[src/rtl/pcs_pkg.sv]
package pcs_pkg;
    typedef enum logic [2:0] {
        OP_STEP  = 3'd0,
        OP_LOWR  = 3'd1,
        OP_JUMP  = 3'd2,
        OP_CALL  = 3'd3,
        OP_RET   = 3'd4,
        OP_RETLW = 3'd5,
        OP_RETFI = 3'd6,
        OP_RSVD  = 3'd7
    } op_e;
endpackage

[src/rtl/pcs_next_addr.sv]
module pcs_next_addr
    import pcs_pkg::*;
#(
    parameter int PC_W    = 13,
    parameter int LATCH_W = 5,
    parameter int TGT_W   = 11,
    parameter int DATA_W  = 8,
    parameter logic [PC_W-1:0] VEC_ADDR = 13'h004
) (
    input  logic [PC_W-1:0]    pc_q_i,
    input  logic [2:0]         op_i,
    input  logic               irq_i,
    input  logic [TGT_W-1:0]   tgt_i,
    input  logic [DATA_W-1:0]  low_data_i,
    input  logic [LATCH_W-1:0] latch_i,
    input  logic [PC_W-1:0]    stack_top_i,
    output logic [PC_W-1:0]    pc_d_o,
    output logic               push_o,
    output logic               pop_o,
    output logic [PC_W-1:0]    push_data_o,
    output logic               gie_d_o
);
    localparam int BANK_W = PC_W - TGT_W;

    op_e                op;
    logic [PC_W-1:0]    seq_addr;
    logic [PC_W-1:0]    far_addr;
    logic [PC_W-1:0]    full_addr;

    assign op        = op_e'(op_i);
    assign seq_addr  = pc_q_i + 1'b1;
    assign far_addr  = {latch_i[LATCH_W-1 -: BANK_W], tgt_i};
    assign full_addr = {latch_i, low_data_i};

    always_comb begin
        pc_d_o      = seq_addr;
        push_o      = 1'b0;
        pop_o       = 1'b0;
        push_data_o = seq_addr;
        gie_d_o     = 1'b0;
        if (irq_i) begin
            push_o = 1'b1;
            pc_d_o = VEC_ADDR;
        end else begin
            unique case (op)
                OP_LOWR:  pc_d_o = full_addr;
                OP_JUMP:  pc_d_o = far_addr;
                OP_CALL: begin
                    pc_d_o = far_addr;
                    push_o = 1'b1;
                end
                OP_RET, OP_RETLW: begin
                    pc_d_o = stack_top_i;
                    pop_o  = 1'b1;
                end
                OP_RETFI: begin
                    pc_d_o  = stack_top_i;
                    pop_o   = 1'b1;
                    gie_d_o = 1'b1;
                end
                default:  pc_d_o = seq_addr;
            endcase
        end
    end
endmodule

[src/rtl/pcs_ret_stack.sv]
module pcs_ret_stack #(
    parameter int W     = 13,
    parameter int DEPTH = 8
) (
    input  logic         clk,
    input  logic         rst_n,
    input  logic         push_i,
    input  logic         pop_i,
    input  logic [W-1:0] wdata_i,
    output logic [W-1:0] top_o
);
    localparam int PTR_W = $clog2(DEPTH);

    typedef struct packed {
        logic [PTR_W-1:0]          sp;
        logic [DEPTH-1:0][W-1:0]   mem;
    } stk_t;

    stk_t             stk_d, stk_q;
    logic [PTR_W-1:0] sp_below;

    assign sp_below = stk_q.sp - 1'b1;
    assign top_o    = stk_q.mem[sp_below];

    always_comb begin
        stk_d = stk_q;
        if (push_i) begin
            stk_d.mem[stk_q.sp] = wdata_i;
            stk_d.sp            = stk_q.sp + 1'b1;
        end else if (pop_i) begin
            stk_d.sp = sp_below;
        end
    end

    always_ff @(posedge clk or negedge rst_n) begin
        if (!rst_n) stk_q <= '0;
        else        stk_q <= stk_d;
    end


    sp_push_wrap_chk: assert property (@(posedge clk) disable iff (!rst_n)
        push_i |=> stk_q.sp == ($past(stk_q.sp) + 1'b1));


    sp_pop_wrap_chk: assert property (@(posedge clk) disable iff (!rst_n)
        (pop_i && !push_i) |=> stk_q.sp == ($past(stk_q.sp) - 1'b1));


    top_after_push_chk: assert property (@(posedge clk) disable iff (!rst_n)
        push_i |=> top_o == $past(wdata_i));
endmodule

[src/rtl/pc_stack_unit.sv]
module pc_stack_unit
    import pcs_pkg::*;
#(
    parameter int PC_W    = 13,
    parameter int LATCH_W = 5,
    parameter int TGT_W   = 11,
    parameter int DATA_W  = 8,
    parameter int DEPTH   = 8,
    parameter logic [PC_W-1:0] VEC_ADDR = 13'h004
) (
    input  logic               clk,
    input  logic               rst_n,
    input  logic [2:0]         op_i,
    input  logic               irq_i,
    input  logic [TGT_W-1:0]   tgt_i,
    input  logic [DATA_W-1:0]  low_data_i,
    input  logic [LATCH_W-1:0] latch_i,
    output logic [PC_W-1:0]    pc_o,
    output logic               gie_set_o
);
    typedef struct packed {
        logic [PC_W-1:0] pc;
        logic            gie;
    } core_t;

    core_t           core_d, core_q;
    logic [PC_W-1:0] nxt_pc;
    logic [PC_W-1:0] push_data;
    logic [PC_W-1:0] stack_top;
    logic            push, pop, nxt_gie;

    pcs_next_addr #(
        .PC_W(PC_W), .LATCH_W(LATCH_W), .TGT_W(TGT_W),
        .DATA_W(DATA_W), .VEC_ADDR(VEC_ADDR)
    ) u_next (
        .pc_q_i     (core_q.pc),
        .op_i       (op_i),
        .irq_i      (irq_i),
        .tgt_i      (tgt_i),
        .low_data_i (low_data_i),
        .latch_i    (latch_i),
        .stack_top_i(stack_top),
        .pc_d_o     (nxt_pc),
        .push_o     (push),
        .pop_o      (pop),
        .push_data_o(push_data),
        .gie_d_o    (nxt_gie)
    );

    pcs_ret_stack #(.W(PC_W), .DEPTH(DEPTH)) u_stack (
        .clk    (clk),
        .rst_n  (rst_n),
        .push_i (push),
        .pop_i  (pop),
        .wdata_i(push_data),
        .top_o  (stack_top)
    );

    always_comb begin
        core_d     = core_q;
        core_d.pc  = nxt_pc;
        core_d.gie = nxt_gie;
    end

    always_ff @(posedge clk or negedge rst_n) begin
        if (!rst_n) core_q <= '0;
        else        core_q <= core_d;
    end

    assign pc_o      = core_q.pc;
    assign gie_set_o = core_q.gie;


    step_incr_chk: assert property (@(posedge clk) disable iff (!rst_n)
        (!irq_i && (op_i == 3'd0 || op_i == 3'd7)) |=> pc_o == ($past(pc_o) + 1'b1));


    low_write_chk: assert property (@(posedge clk) disable iff (!rst_n)
        (!irq_i && op_i == 3'd1) |=> pc_o == {$past(latch_i), $past(low_data_i)});


    far_target_chk: assert property (@(posedge clk) disable iff (!rst_n)
        (!irq_i && (op_i == 3'd2 || op_i == 3'd3)) |=>
            (pc_o[TGT_W-1:0] == $past(tgt_i) &&
             pc_o[PC_W-1:TGT_W] == $past(latch_i[LATCH_W-1 -: PC_W-TGT_W])));


    irq_vector_chk: assert property (@(posedge clk) disable iff (!rst_n)
        irq_i |=> pc_o == VEC_ADDR);


    gie_pulse_chk: assert property (@(posedge clk) disable iff (!rst_n)
        gie_set_o |-> ($past(op_i) == 3'd6 && !$past(irq_i)));


    push_pop_excl_chk: assert property (@(posedge clk) disable iff (!rst_n)
        !(push && pop));
endmodule

[config.mk]
export PLATFORM = sky130hd
export DESIGN_NAME = pc_stack_unit
export DESIGN_NICKNAME = d
export VERILOG_FILES = /design/src/rtl/pcs_pkg.sv /design/src/rtl/pcs_next_addr.sv /design/src/rtl/pcs_ret_stack.sv /design/src/rtl/pc_stack_unit.sv
export SDC_FILE = /design/constraint.sdc
export NUM_CORES = 1
export LEC_CHECK = 0
export ABC_AREA = 1
export CORE_AREA = 2 2 107 109
export DETAILED_ROUTE_END_ITERATION = 6
export DIE_AREA = 0 0 109 111
export DONT_BUFFER_PORTS = 1
export PLACE_DENSITY_LB_ADDON = 0.08
export SYNTH_ARGS = -nofsm -noshare
export SYNTH_HDL_FRONTEND = slang
export SYNTH_SLANG_ARGS = --single-unit
[constraint.sdc]
create_clock -name clk -period 2.2 [get_ports clk]
set_input_delay 0.44 -clock clk [delete_from_list [all_inputs] [get_ports clk]]
set_output_delay 0.44 -clock clk [all_outputs]
set_load 0.01 [all_outputs]
# Word-level counts from Yosys, hierarchy flattened
# Index checks and enable logic that the tools add are counted.
# op_classes
n_addsub	3
order_cmp	3
eq_ne	6
mux	15
n_reduce_logical	4
# ops
operator	count
bitwise mux 104 bit	1
binary-select mux 13 bit (select 3 bit)	1
demux 13 bit (select 3 bit)	1
two-way mux 13 bit	3
one-hot mux 13 bit (3 select lines)	1
adder 13 x 1 -> 13 bit (second input constant)	1
equality test 3 bit (second input constant)	3
< comparator 3 x 4 -> 1 bit (second input constant)	2
equality test 3 x 2 -> 1 bit (second input constant)	2
two-way mux 1 bit	6
two-way mux 3 bit	2
adder 3 x 1 -> 3 bit (second input constant)	1
equality test 3 x 1 -> 1 bit (second input constant)	1
>= comparator 3 x 1 -> 1 bit (second input constant)	1
OR reduction 3 bit	1
subtractor 3 x 1 -> 3 bit (second input constant)	1
nonzero test 2 bit	1
OR reduction 2 bit	1
logical AND 1 bit	1
# totals
regBits	121
out_inout_bits	14
word_cells	42

# Depth between registers and ports, before layout
# depth
ltp_word	6
depth_mapped	11
ltp_nobuf	10

# Hierarchy
# From an unflattened synthesis, not the netlist that was laid out.
# unflattened
cells_unflattened	896
area_unflattened_um2	6453.7
# modules_own_cells
mod	instances	cells_per_inst	area_each_um2	seq_area_each_um2
pcs_ret_stack	1	723	5310.1	2677.6
pcs_next_addr	1	159	793.3	0.0
pc_stack_unit	1	14	350.3	350.3

# Worst setup path after synthesis
# Ideal clock, no wire load.
# synth_path
path_kind	register to register
startpoint	reg u_stack.stk_q[104] (netlist bit)
endpoint	reg core_q, in the netlist pc_o[7]
setup_time_ns	0.077
t_arrival_ns	1.952
setup_slack_ns	0.170
path_stages_with_launch	10
path_buffers	3
synth_period_minus_slack_ns	2.030
path_cell_list	dfrtp_1 > clkinv_1 > clkbuf_1 > ha_1 > buf_2 > buf_1 > o21ai_0 > o22ai_1 > nand2_1 > a21oi_1
# synth_via
elab_chain_cells	5
# synth_lines
item	line_no	text
start, declared	pcs_ret_stack.sv:19	stk_t stk_d, stk_q;
start signal, assigned	pcs_ret_stack.sv:37	else stk_q <= stk_d;
subtractor 3 x 1 -> 3 bit	pcs_ret_stack.sv:22	assign sp_below = stk_q.sp - 1'b1;
named net u_stack.sp_below[0]	pcs_ret_stack.sv:20	logic [PTR_W-1:0] sp_below;
binary-select mux 13 bit (select 3 bit)	pcs_ret_stack.sv:23	assign top_o = stk_q.mem[sp_below];
two-way mux 13 bit (not written as such)	pcs_ret_stack.sv:23	
one-hot mux 13 bit (3 select lines)	pcs_next_addr.sv:45	unique case (op)
two-way mux 13 bit	pcs_next_addr.sv:41	if (irq_i) begin
named net nxt_pc[7]	pc_stack_unit.sv:27	logic [PC_W-1:0] nxt_pc;
end signal, assigned	pc_stack_unit.sv:67	else core_q <= core_d;
end, declared	pc_stack_unit.sv:26	core_t core_d, core_q;
# The timed path passes the listed nets, and every way through them passes these cells. The select of a mux whose other input is x is not followed.
# A chain may end at the register's enable or synchronous reset.

# Worst setup path after layout
# layout_path
startpoint	reg u_stack.stk_q[105] (netlist bit)
endpoint	reg core_q, in the netlist pc_o[4]
# layout_via
elab_chain_cells	5
# layout_lines
item	line_no
subtractor 3 x 1 -> 3 bit	pcs_ret_stack.sv:22
binary-select mux 13 bit (select 3 bit)	pcs_ret_stack.sv:23
two-way mux 13 bit (not written as such)	pcs_ret_stack.sv:23
one-hot mux 13 bit (3 select lines)	pcs_next_addr.sv:45
two-way mux 13 bit	pcs_next_addr.sv:41
named net nxt_pc[4]	pc_stack_unit.sv:27
# The timed path passes the listed nets, and every way through them passes these cells. The select of a mux whose other input is x is not followed.

==> results.py <==
metrics = {
    "status": {
        "violations": "negative hold slack",
        "outcome": "finished with violations",
    },
    "timing": {
        "hold_violations": 121,
        "rsz0062_at_grt": "false",
        "fin_worst_skew_ns": 0.008149,
        "setup_viol": 0,
        "fmax_ghz": 0.5162,
        "min_period_over_period_pct": 88.06,
        "max_slew.worst_pin.slew_ns": 0.9506,
        "slew_headroom_pct": 36.41,
        "final-max-slew-violation-count": 0,
        "min_period_ns": 1.937,
        "finalSetupTns_ns": 0,
        "holdWs_ns": -0.2891,
    },
    "routing": {
        "wl_per_cell_um": 17.76,
        "viasPerCell": 5.579,
        "drt_iter0_markers": 512,
        "drt-total-wl_um": 16380,
        "via_count": 5144,
        "drc": 0,
        "drt_first_pass_iters": 5,
        "drtAntennaViolNets": 0,
    },
    "cells_and_area": {
        "final_layout_size_suffix_gt1_share_pct": 9.371,
        "antenna_cells": 0,
        "area_growth_syn_to_layout_pct": 11.20,
        "nFillCells": 1007,
        "layoutNonFillerInstCount": 922,
        "fin_nets": 800,
    },
    "grt": {
        "track_usage_pct": 29.86,
        "grt_pass1_wl_um": 27220,
        "grt_pass1_vias": 5136,
        "grt_overflow": 0,
        "antenna_found_initial": 0,
        "grt_max_degree": 122,
    },
    "floorplanning": {
        "core-area_mm2": 0.01108,
        "die_height_um": 111,
        "io_pins": 44,
        "dieArea_mm2": 0.01210,
        "start_util_pct": 54.25,
        "row_count": 39,
        "die-width_um": 109,
    },
    "yosys": {
        "yosysMostFrequentCell": "nand2_1",
        "synth-edff-count": 0,
        "ys_seq_area_share_pct": 50.39,
        "synth_area_leader_cell": "dfrtp_1",
        "synth.area.top_cells": "dfrtp_1 (50%), nand2_1 (15%), o21ai_0 (8.5%)",
        "synth_nets": 798,
        "ys_types": 31,
        "avgSynthCellArea_um2": 7.856,
        "synthFlopType": "dfrtp_1",
        "yosysWarnings": 0,
        "synth_seq_cells": 121,
        "async_flop_share_pct": 100.0,
        "syn_area_mm2": 0.006010,
        "synth_common_cells": "nand2_1 (238), dfrtp_1 (121), o21ai_0 (102)",
        "synthCells": 765,
        "yosysTopAreaCellShare_pct": 50.39,
    },
    "cts": {
        "post_cts_buffers": 0,
        "cts_tree": "yes",
        "clock_sinks": 121,
        "cts_root_buf": "clkbuf_16",
        "cts.clk_slew.worst_paths_ns": 0.06,
        "ctsResizeCount": 0,
        "htree_levels": 4,
        "clock_path_buffers": 2,
        "clkLatencyLatePin_ns": 0.42,
        "numCtsBuffers": 17,
    },
    "min_path": {
        "hold_path.class": "input pin to async pin",
    },
    "power_and_ir_drop": {
        "p_leak_nw": 3.151,
        "powerDensity_mw_per_mm2": 1569,
        "vdd_ir_drop_max_mv": 1.097,
    },
    "worst_setup_path": {
        "cp_num_buf_inv": 4,
        "crit_path_end_kind": "flip-flop",
        "reg2reg_slack_ns": 0.26,
        "crit_type": "flip-flop to flip-flop",
        "critPathMostFrequentCell": "inv_1",
        "reg2regPathDepth": 10,
        "reg2reg_from": "u_stack.stk_q[105]",
        "r2r-end": "pc_o[4]",
        "path_delay_family": "buffers and inverters",
        "cp.arrival_ns": 2.25,
        "slowest_stage": "dfrtp_1",
        "cp_max_fo": 25,
        "cpPeakStageDelay_ns": 0.42,
        "start_kind": "flip-flop",
        "crit_path_cell_trace": "inv_1, ha_1, clkinv_1, buf_12, a21oi_1, o21ai_0, nand3_1, nand4_1, nand2_1, inv_1",
        "cp.required_ns": 2.51,
    },
    "flow_run": {
        "drv_cap": 0,
    },
    "placed_design": {
        "dp.final_hpwl_um": 10920,
        "port_buffers": 0,
        "dp_cells": 891,
        "gp_congestion": 0.9030,
    },
}
-- power breakdown --
part / leakage, nW / internal [mW] / switching (mW)
Sequential: 1.57 / 3.10 / 0.575
Clock: 0.264 / 1.56 / 1.00
Combinational: 1.32 / 1.46 / 2.79
-- worst max path at each step --
stage / start / endpoint / slack, ns / cells after the start
finish: u_stack.stk_q[105] / pc_o[4] / 0.26 / 10
global route: u_stack.stk_q[104] / u_stack.stk_q[19] / 0.06 / 6
CTS: u_stack.stk_q[105] / pc_o[4] / 0.29 / 10
detailed placement: u_stack.stk_q[105] / pc_o[4] / 0.31 / 10
global placement: u_stack.stk_q[104] / u_stack.stk_q[19] / 0.35 / 6
floorplan: u_stack.stk_q[104] / pc_o[7] / 0.17 / 9
-- cell families (layout without fill, tap and decap cells) --
logic type                 count (synthesis)  count (layout)  share of synthesized area, %
and+or+nand+nor                          374             374                         26.30
muxes                                      1               1                        0.1874
buffers and inverters                    101             115                         7.600
AOI/OAI and AO/OA                        155             155                         13.45
xor gates and xnor gates                  10              10                         1.458
adders and majority gates                  3               3                        0.6247
DFF                                      121             121                         50.39
-- routing by layer --
layer | GRT usage, % | share of wire [%] | vias to the layer above
met1 | 39.42 | 44 | 2490
met5 | 0 | 0 | -
li1 | - | - | 2481
met2 | 45.92 | 48 | 133
met3 | 7.466 | 4.4 | 40
met4 | 14.02 | 3.8 | 0
-- metrics by stage --
| stage | total power, mW | instance area [um^2] | hold slack, ns | utilization [%] | setup WS (ns) |
|---|---|---|---|---|---|
| final | 10.49 | 6683 | -0.2891 | 60.33 | 0.2626 |
| after global routing | 11.33 | 6683 | -0.3044 | 60.33 | 0.05950 |
| after CTS | 10.51 | 6683 | -0.2973 | 60.33 | 0.2889 |
| after detailed placement | 7.905 | 6136 | 0.1474 | 55.39 | 0.3088 |
| after global placement | 7.789 | 6136 | 0.1476 | 55.39 | 0.3501 |
| after floorplan | 6.585 | 6010 | 0.1444 | - | 0.1703 |
-- cell type report --
cell class	instances	area, um^2	area share, %
tap	143	178.9	2.677
timing repair buffer	20	162.7	2.434
inverter	64	240.2	3.595
clock buffer	19	442.9	6.628
sequential	121	3029	45.33
clock inverter	12	103.9	1.554
multi-input combinational	543	2525	37.78
-- cell usage in the layout, fill, tap and decap left out, types with 2 or more instances in the layout --
| cell type | count |
|---|---|
| clkinv_4 | 3 |
| nand3_1 | 71 |
| clkinv_2 | 5 |
| o21ai_0 | 102 |
| a22oi_1 | 6 |
| nor2_4 | 4 |
| nand2_4 | 2 |
| nor2_2 | 5 |
| nor2_1 | 43 |
| inv_2 | 5 |
| xnor2_1 | 2 |
| dfrtp_1 | 120 |
| or2_2 | 3 |
| clkinvlp_4 | 3 |
| nand4_1 | 6 |
| o21ai_1 | 20 |
| clkinv_1 | 2 |
| inv_1 | 57 |
| clkbuf_16 | 17 |
| buf_4 | 19 |
| nand2_1 | 238 |
| xor2_1 | 8 |
| a21oi_1 | 23 |
| ha_1 | 3 |
-- registers in the layout, indices dropped and copies added (netlist names) --
register	cells
pc_o	13
u_stack.stk_q	107
gie_set_o	1
-- worst register-to-register path, delay by kind of cell, from the launching register on --
kind	cells	cell delay (ns)
buf+inv	4	0.50
flops	1	0.42
fa+ha+maj	1	0.42
simple gates	3	0.28
compound gates	2	0.20
No activity file was read; power rests on OpenSTA's default activity.
